## src/rtl/mrs_pkg.sv

```systemverilog
package mrs_pkg;
  localparam int unsigned BL_LSB  = 0;
  localparam int unsigned BT_BIT  = 3;
  localparam int unsigned CL_LSB  = 4;
  localparam int unsigned TM_BIT  = 7;
  localparam int unsigned DLL_BIT = 8;

  typedef struct packed {
    logic [3:0] burst_len;
    logic       full_page;
    logic       interleave;
    logic [3:0] cas_half;
    logic       reserved;
  } mrs_fields_t;
endpackage

```

## src/rtl/mrs_cmd_decode.sv

```systemverilog
module mrs_cmd_decode (
  input  logic       cs_ni,
  input  logic       ras_ni,
  input  logic       cas_ni,
  input  logic       we_ni,
  input  logic [1:0] ba_i,
  output logic       cmd_o,
  output logic       base_ld_o,
  output logic       ext_ld_o
);
  logic all_low;

  assign all_low   = ~cs_ni & ~ras_ni & ~cas_ni & ~we_ni;
  assign cmd_o     = ~cs_ni & ~(ras_ni & cas_ni & we_ni);
  assign base_ld_o = all_low & (ba_i == 2'b00);
  assign ext_ld_o  = all_low & (ba_i == 2'b01);
endmodule

```

## src/rtl/mrs_field_decode.sv

```systemverilog
module mrs_field_decode
  import mrs_pkg::*;
(
  input  logic [6:0]  word_i,
  output mrs_fields_t fields_o
);
  logic [2:0] bl_code;
  logic [2:0] cl_code;
  logic       bl_res;
  logic       cl_res;

  assign bl_code = word_i[BL_LSB +: 3];
  assign cl_code = word_i[CL_LSB +: 3];

  always_comb begin
    fields_o.burst_len  = 4'd0;
    fields_o.full_page  = 1'b0;
    fields_o.interleave = word_i[BT_BIT];
    bl_res              = 1'b0;
    unique case (bl_code)
      3'b001: fields_o.burst_len = 4'd2;
      3'b010: fields_o.burst_len = 4'd4;
      3'b011: fields_o.burst_len = 4'd8;
      3'b111: begin
        fields_o.full_page = ~word_i[BT_BIT];
        bl_res             = word_i[BT_BIT];
      end
      default: bl_res = 1'b1;
    endcase
  end

  always_comb begin
    fields_o.cas_half = 4'd0;
    cl_res            = 1'b0;
    unique case (cl_code)
      3'b010:  fields_o.cas_half = 4'd4;
      3'b011:  fields_o.cas_half = 4'd6;
      3'b100:  fields_o.cas_half = 4'd8;
      3'b110:  fields_o.cas_half = 4'd5;
      default: cl_res = 1'b1;
    endcase
  end

  assign fields_o.reserved = bl_res | cl_res;
endmodule

```

## src/rtl/ddr_mode_reg_unit.sv

```systemverilog
module ddr_mode_reg_unit
  import mrs_pkg::*;
#(
  parameter int unsigned ADDR_W      = 12,
  parameter int unsigned BUSY_CYCLES = 2
) (
  input  logic              clk_i,
  input  logic              rst_ni,
  input  logic              cke_i,
  input  logic              cs_ni,
  input  logic              ras_ni,
  input  logic              cas_ni,
  input  logic              we_ni,
  input  logic [1:0]        ba_i,
  input  logic [ADDR_W-1:0] addr_i,
  input  logic              banks_idle_i,
  output logic [ADDR_W-1:0] mode_word_o,
  output logic [ADDR_W-1:0] ext_word_o,
  output logic              programmed_o,
  output logic              busy_o,
  output logic [3:0]        burst_len_o,
  output logic              full_page_o,
  output logic              interleave_o,
  output logic [3:0]        cas_half_o,
  output logic              test_mode_o,
  output logic              dll_reset_o,
  output logic              reserved_o,
  output logic              load_err_o,
  output logic              order_err_o,
  output logic              busy_viol_o
);
  localparam int unsigned CNT_W = $clog2(BUSY_CYCLES + 1);

  logic              cmd, base_ld, ext_ld;
  logic              cke_q, ext_done_q, prog_q, res_q, dll_q;
  logic              lerr_q, oerr_q, berr_q;
  logic [CNT_W-1:0]  busy_q;
  logic [ADDR_W-1:0] word_q, ext_q;
  logic              busy, legal, viol, illegal, order_bad, acc_ext, acc_base;
  mrs_fields_t       in_f, st_f;

  mrs_cmd_decode u_cmd (
    .cs_ni    (cs_ni),
    .ras_ni   (ras_ni),
    .cas_ni   (cas_ni),
    .we_ni    (we_ni),
    .ba_i     (ba_i),
    .cmd_o    (cmd),
    .base_ld_o(base_ld),
    .ext_ld_o (ext_ld)
  );

  // one decoder screens the incoming word, one drives the outputs
  mrs_field_decode u_in_dec (.word_i(addr_i[6:0]), .fields_o(in_f));
  mrs_field_decode u_st_dec (.word_i(word_q[6:0]), .fields_o(st_f));

  assign busy      = (busy_q != '0);
  assign legal     = banks_idle_i & cke_i & cke_q;
  assign viol      = cmd & busy;
  assign illegal   = (base_ld | ext_ld) & ~busy & ~legal;
  assign order_bad = base_ld & ~busy & legal & ~ext_done_q;
  assign acc_ext   = ext_ld & ~busy & legal;
  assign acc_base  = base_ld & ~busy & legal & ext_done_q;

  always_ff @(posedge clk_i or negedge rst_ni) begin
    if (!rst_ni) begin
      cke_q      <= 1'b0;
      busy_q     <= '0;
      ext_done_q <= 1'b0;
      prog_q     <= 1'b0;
      res_q      <= 1'b0;
      dll_q      <= 1'b0;
      lerr_q     <= 1'b0;
      oerr_q     <= 1'b0;
      berr_q     <= 1'b0;
      word_q     <= '0;
      ext_q      <= '0;
    end else begin
      cke_q  <= cke_i;
      lerr_q <= illegal;
      oerr_q <= order_bad;
      berr_q <= viol;
      dll_q  <= acc_base & addr_i[DLL_BIT];
      if (acc_ext | acc_base) busy_q <= CNT_W'(BUSY_CYCLES);
      else if (busy)          busy_q <= busy_q - 1'b1;
      if (acc_ext) begin
        ext_q      <= addr_i;
        ext_done_q <= 1'b1;
      end
      if (acc_base) begin
        word_q <= addr_i;
        prog_q <= 1'b1;
        if (in_f.reserved) res_q <= 1'b1;
      end
    end
  end

  assign mode_word_o  = word_q;
  assign ext_word_o   = ext_q;
  assign programmed_o = prog_q;
  assign busy_o       = busy;
  assign burst_len_o  = prog_q ? st_f.burst_len : 4'd0;
  assign full_page_o  = prog_q & st_f.full_page;
  assign interleave_o = prog_q & st_f.interleave;
  assign cas_half_o   = prog_q ? st_f.cas_half : 4'd0;
  assign test_mode_o  = prog_q & word_q[TM_BIT];
  assign dll_reset_o  = dll_q;
  assign reserved_o   = res_q;
  assign load_err_o   = lerr_q;
  assign order_err_o  = oerr_q;
  assign busy_viol_o  = berr_q;
endmodule

```

## config.mk

```make
export PLATFORM = sky130hd
export DESIGN_NAME = ddr_mode_reg_unit
export DESIGN_NICKNAME = d
export VERILOG_FILES = /design/src/rtl/mrs_pkg.sv /design/src/rtl/mrs_cmd_decode.sv /design/src/rtl/mrs_field_decode.sv /design/src/rtl/ddr_mode_reg_unit.sv
export SDC_FILE = /design/constraint.sdc
export NUM_CORES = 1
export LEC_CHECK = 0
export BUFFER_PORTS_ARGS = -buffer_cell sky130_fd_sc_hd__clkbuf_2
export CORE_UTILIZATION = 46
export CTS_BUF_LIST = sky130_fd_sc_hd__clkbuf_16
export DETAILED_ROUTE_END_ITERATION = 6
export PLACE_DENSITY_LB_ADDON = 0.3
export SLEW_MARGIN = 20
export SYNTH_ARGS = -nofsm -noshare
export SYNTH_HDL_FRONTEND = slang
export SYNTH_SLANG_ARGS = --single-unit
```

## constraint.sdc

```tcl
create_clock -name clk_i -period 2.1 [get_ports clk_i]
set_clock_uncertainty 0.05 [all_clocks]
set_input_delay 0.42 -clock clk_i [delete_from_list [all_inputs] [get_ports clk_i]]
set_output_delay 0.42 -clock clk_i [all_outputs]
set_load 0.01 [all_outputs]
```

# Yosys cells after proc, flatten, opt, wreduce, memory -nomap -nowiden
# Index checks and enable logic that the tools add are counted.
dict set report word_totals {
  register_bits 34
  inputBits 22
  wordCells 79
}
dict set report classes {
  n_addsub 1
  n_eq_ne 17
  muxes 9
  bitwise_logic 35
  reduce_logical 6
}
# operator n
set op_table {}
lappend op_table {{$eq A3 B2 Y1 const B} 8}
lappend op_table {{$and A1 B1 Y1} 23}
lappend op_table {{$eq A3 B3 Y1 const B} 6}
lappend op_table {{$pmux W4 S4} 1}
lappend op_table {{$pmux W4 S3} 1}
lappend op_table {{$not A1 Y1} 9}
lappend op_table {{$mux W4} 2}
lappend op_table {{$eq A3 B1 Y1 const B} 2}
lappend op_table {{$mux W2} 2}
lappend op_table {{$reduce_bool A2 Y1} 2}
lappend op_table {{$reduce_or A4 Y1} 1}
lappend op_table {{$or A1 B1 Y1} 3}
lappend op_table {{$reduce_or A3 Y1} 1}
lappend op_table {{$eq A2 B1 Y1 const B} 1}
lappend op_table {{$logic_not A2 Y1} 1}
lappend op_table {{$mux W1} 2}
lappend op_table {{$pmux W1 S2} 1}
lappend op_table {{$reduce_and A2 Y1} 1}
lappend op_table {{$sub A2 B1 Y2 const B} 1}

# Logic depth before layout (Yosys ltp)
dict set report depth {
  ltp_word 10
  ltp_mapped 7
  depth_no_buf 5
}

# Modules after synthesis
# Synthesis repeated with hierarchy kept, for this count alone.
dict set report unflattened {
  cells_unflattened 135
  area_unflattened_um2 1642.8
}
# mod instances cells_each area_each_um2
set modules_own_cells {}
lappend modules_own_cells {ddr_mode_reg_unit 1 97 1392.6}
lappend modules_own_cells {mrs_field_decode 2 17 107.6}
lappend modules_own_cells {mrs_cmd_decode 1 4 35.0}

# Worst setup path after synthesis
# No wires, ideal clock.
dict set report synth_path {
  path_kind {register to register}
  from {register busy_q[0]}
  to {register word_q[10] (netlist: mode_word_o[10])}
  setup_time_ns 0.127
  arrival_ns 1.585
  t_required_ns 1.923
  slack_ns 0.338
  path_stages_with_launch 8
  path_cell_list {dfrtp_1 -> inv_1 -> ha_1 -> nor2b_1 -> and4_1 -> buf_4 -> buf_6 -> mux2_1}
}
dict set report synth_via {
  elab_chain_cells 5
}
# element line_no
set synth_lines {}
lappend synth_lines {{from (decl)} ddr_mode_reg_unit.sv:37} ;# logic [CNT_W-1:0] busy_q;
lappend synth_lines {{from (signal assigned)} ddr_mode_reg_unit.sv:84} ;# if (acc_ext | acc_base) busy_q <= CNT_W'(BUSY_CYCLES);
lappend synth_lines {{from (signal assigned)} ddr_mode_reg_unit.sv:85} ;# else if (busy) busy_q <= busy_q - 1'b1;
lappend synth_lines {{$reduce_bool A2 Y1} ddr_mode_reg_unit.sv:57} ;# assign busy = (busy_q != '0);
lappend synth_lines {{$not A1 Y1} ddr_mode_reg_unit.sv:63} ;# assign acc_base = base_ld & ~busy & legal & ext_done_q;
lappend synth_lines {{$and A1 B1 Y1 (3 in a row)} ddr_mode_reg_unit.sv:63}
lappend synth_lines {{to (signal assigned)} ddr_mode_reg_unit.sv:91} ;# word_q <= addr_i;
lappend synth_lines {{to (decl)} ddr_mode_reg_unit.sv:38} ;# logic [ADDR_W-1:0] word_q, ext_q;
# No other way between the ends.
# A chain may end at the register's enable or synchronous reset.

# Worst setup path after layout
dict set report layout_path {
  from {register busy_q[0]}
  to {register word_q[3] (netlist: mode_word_o[3])}
}
# Same word-level chain as after synthesis.

==> flow_summary.yaml <==
critical_path:
  r2r_cells: 6
  cp.arrival_ps: 2010
  cp-start-kind: "register"
  worstSetupEndpointType: "register"
  max_stage_delay_ps: 390
  critPathKind: "register to register"
  crit_family: "simple AND/OR/NAND/NOR gates"
  crit_required_ps: 2210
  path_cells: "inv_1 > ha_1 > nor2b_1 > and4_1 > buf_4 > mux2_2"
  path_buf_inv: 2
  worst_path_max_delay_cell: "dfrtp_1"
  cp_max_fo: 14
  cp.depth: 6
pwr:
  seqPwrFrac_pct: 43.9
  clkPwrFrac_pct: 41.3
  p_int_mw: 1.24
  combPwrFrac_pct: 14.8
  power_density_nw_per_um2: 830
  ir_drop_uv: 566
  p_switching_mw: 0.386
  leakage_nw: 1.10
  switching_share_pct: 23.7
placement:
  globalplace.congestion: 0.745
  io_buffers: 62
  dp.cells: 212
  place_area_sq_um: 1820
  post-place-ws_ps: 224
  hpwl_um: 2250
die:
  die_area_sq_um: 3390
  ioPinCount: 64
  coreArea_sq_um: 3030
  start_util_pct: 48.1
  die_w_um: 58.3
  fp.dieH_um: 58.3
  rows: 20
clocking:
  cts_buffer_depth: 2
  clk_pin_slew_ps: 50
  htree_levels: 2
  hold_buffers: 0
  cts_root_buf: "clkbuf_16"
  cts_tree: "done"
  numCtsBuffers: 5
  cts_resized: 0
  clock_sinks: 34
  clock_latency_ps: 270
  cts_setup_buffers: 0
route:
  antenna_left: 0
  vias: 1105
  drt_pre_antenna_iters: 4
  remaining_drc_errors: 0
  vias_per_cell: 5.02
  wirelength_um: 2950
  drtIter0Drc: 23
  wl_per_cell_um: 13.4
synth:
  synth_top_cells_by_area: "dfrtp_1 58%, mux2_2 13%, mux2_1 6.2%, nor3b_1 1.5%, nor4_4 1.5%"
  yosysMostFrequentCell: "dfrtp_1"
  ys_types: 33
  ys_ff_latch: 34
  synth_cells: 106
  syn_avg_cell_area_sq_um: 13.7
  synth_edf_count: 0
  synth_top_area_share_pct: 58.4
  seq_area_frac_synth_pct: 58.4
  synthTopCellsByCount: "34 x dfrtp_1, 17 x mux2_2, 8 x mux2_1"
  yosysTopAreaCell: "dfrtp_1"
  synth-async-reset-ratio_pct: 100
  syn_area_sq_um: 1460
  syn_nets: 129
  yosysWarningCount: 0
  synth_flop_cell: "dfrtp_1"
cells_and_area:
  drive_gt1_share_pct: 52.3
  diodes: 0
  syn_to_final_growth_pct: 34.5
  design_area_sq_um: 1960
  fin_cells: 220
  num-nets-final: 198
global_route:
  grt.met2_usage_pct: 32.3
  grt_pass1_vias: 1040
  gr-usage-all-layers_pct: 20.0
  grt.met1_usage_pct: 24.7
  grt_max_degree: 25
  gr-usage-met3_pct: 6.47
  busiest_layer: "met2"
  antenna_found_initial: 0
  gr-total-overflow: 0
  grt_pass1_wl_um: 4840
timing:
  timing.final.max_slew_violations: 0
  setup_tns_ps: 0
  setup_viol: 0
  hold_ws_ps: 84.0
  max_freq_mhz: 526
  worst_pin_slew_ps: 576
  min_period_ps: 1900
  finalHoldViolations: 0
  fin_crit_sh_pct: 90.5
  grt_setup_unrepaired: "no"
  fin_ws_ps: 199
  relSlewSlack_pct: 61.6
worst_hold_path:
  hold_path_class: "input port to asynchronous set/reset pin"
outcome:
  run_status: "finished clean"
run:
  drv_cap: 0
-- path summary, 6_finish.rpt --
| check | start | end | slack (ps) |
|---|---|---|---|
| max | busy_q[0] | mode_word_o[3] | 200 |
| min reg2reg | reserved_o | reserved_o | 420 |
| min | rst_ni | ext_word_o[3] | 80 |
| max in group asynchronous | rst_ni | mode_word_o[6] | 1410 |
| min in group clk_i | cke_i | cke_q | 230 |
| max reg2reg | busy_q[0] | mode_word_o[3] | 200 |
-- area by class of cell --
class	instances	area, sq um
clock buffer	5	125
clock inverter	3	12.5
fill	236	1070
inverter	3	11.3
multi-input combinational	65	563
sequential	34	851
tap	44	55.1
timing repair buffer	66	340
-- layout by cell type (no fill, tap or decap), drive strengths merged, types with 2 or more instances in the layout --
| cell type | count |
|---|---|
| nor3b | 3 |
| inv | 4 |
| nor4 | 3 |
| dfrtp | 34 |
| nor3 | 2 |
| and2 | 2 |
| nor4bb | 2 |
| clkbuf | 67 |
| buf | 4 |
| clkinv | 2 |
| mux2 | 25 |
| nor2 | 2 |
| nand2 | 5 |
| nor2b | 2 |
| nand2b | 3 |
-- power groups by stage --
stage	Clock, mW	Combinational [mW]	Sequential, mW
floorplan	0	0.137	0.728
global placement	0	0.224	0.721
detailed placement	0	0.240	0.722
CTS	0.685	0.245	0.713
global route	0.716	0.276	0.718
finish	0.671	0.241	0.713
-- worst reg2reg max path: cells and delay by family (launching register included) --
family	cells	cell delay (ps)
simple gates	2	470
mux	1	350
buf+inv	2	280
flops	1	390
fa+ha+maj	1	230
-- logic make-up (layout without fill, tap and decap cells) --
| logic type | after synthesis | in the layout | synth area share (%) |
|---|---|---|---|
| XOR/XNOR | 1 | 1 | 0.601 |
| multiplexers | 25 | 25 | 19.3 |
| AND/OR/NAND/NOR | 30 | 30 | 13.9 |
| adder cells (fa/ha/maj) | 1 | 1 | 0.859 |
| buffers and inverters | 7 | 77 | 2.92 |
| flip-flops | 34 | 34 | 58.4 |
| other | 1 | 1 | 0.257 |
| AO/OA/AOI/OAI | 7 | 7 | 3.69 |
-- stage by stage --
stage | power, mW | utilization [%]
final | 1.63 | 64.7
after global routing | 1.71 | 64.7
after CTS | 1.64 | 64.7
after detailed placement | 0.963 | 60.1
after global placement | 0.945 | 60.1
after floorplan | 0.865 | -
-- routing by layer --
layer | part of all wire (%) | up-vias
li1 | - | 515
met1 | 42 | 543
met2 | 50 | 41
met3 | 5.8 | 6
met4 | 1.7 | 0
met5 | 0 | -
-- registers in the layout, indices dropped and copies added (netlist names) --
signal,flops
mode_word_o,12
ext_done_q,1
order_err_o,1
reserved_o,1
load_err_o,1
programmed_o,1
dll_reset_o,1
busy_q,2
busy_viol_o,1
ext_word_o,12
cke_q,1
Power figures use the tool's default switching activity.
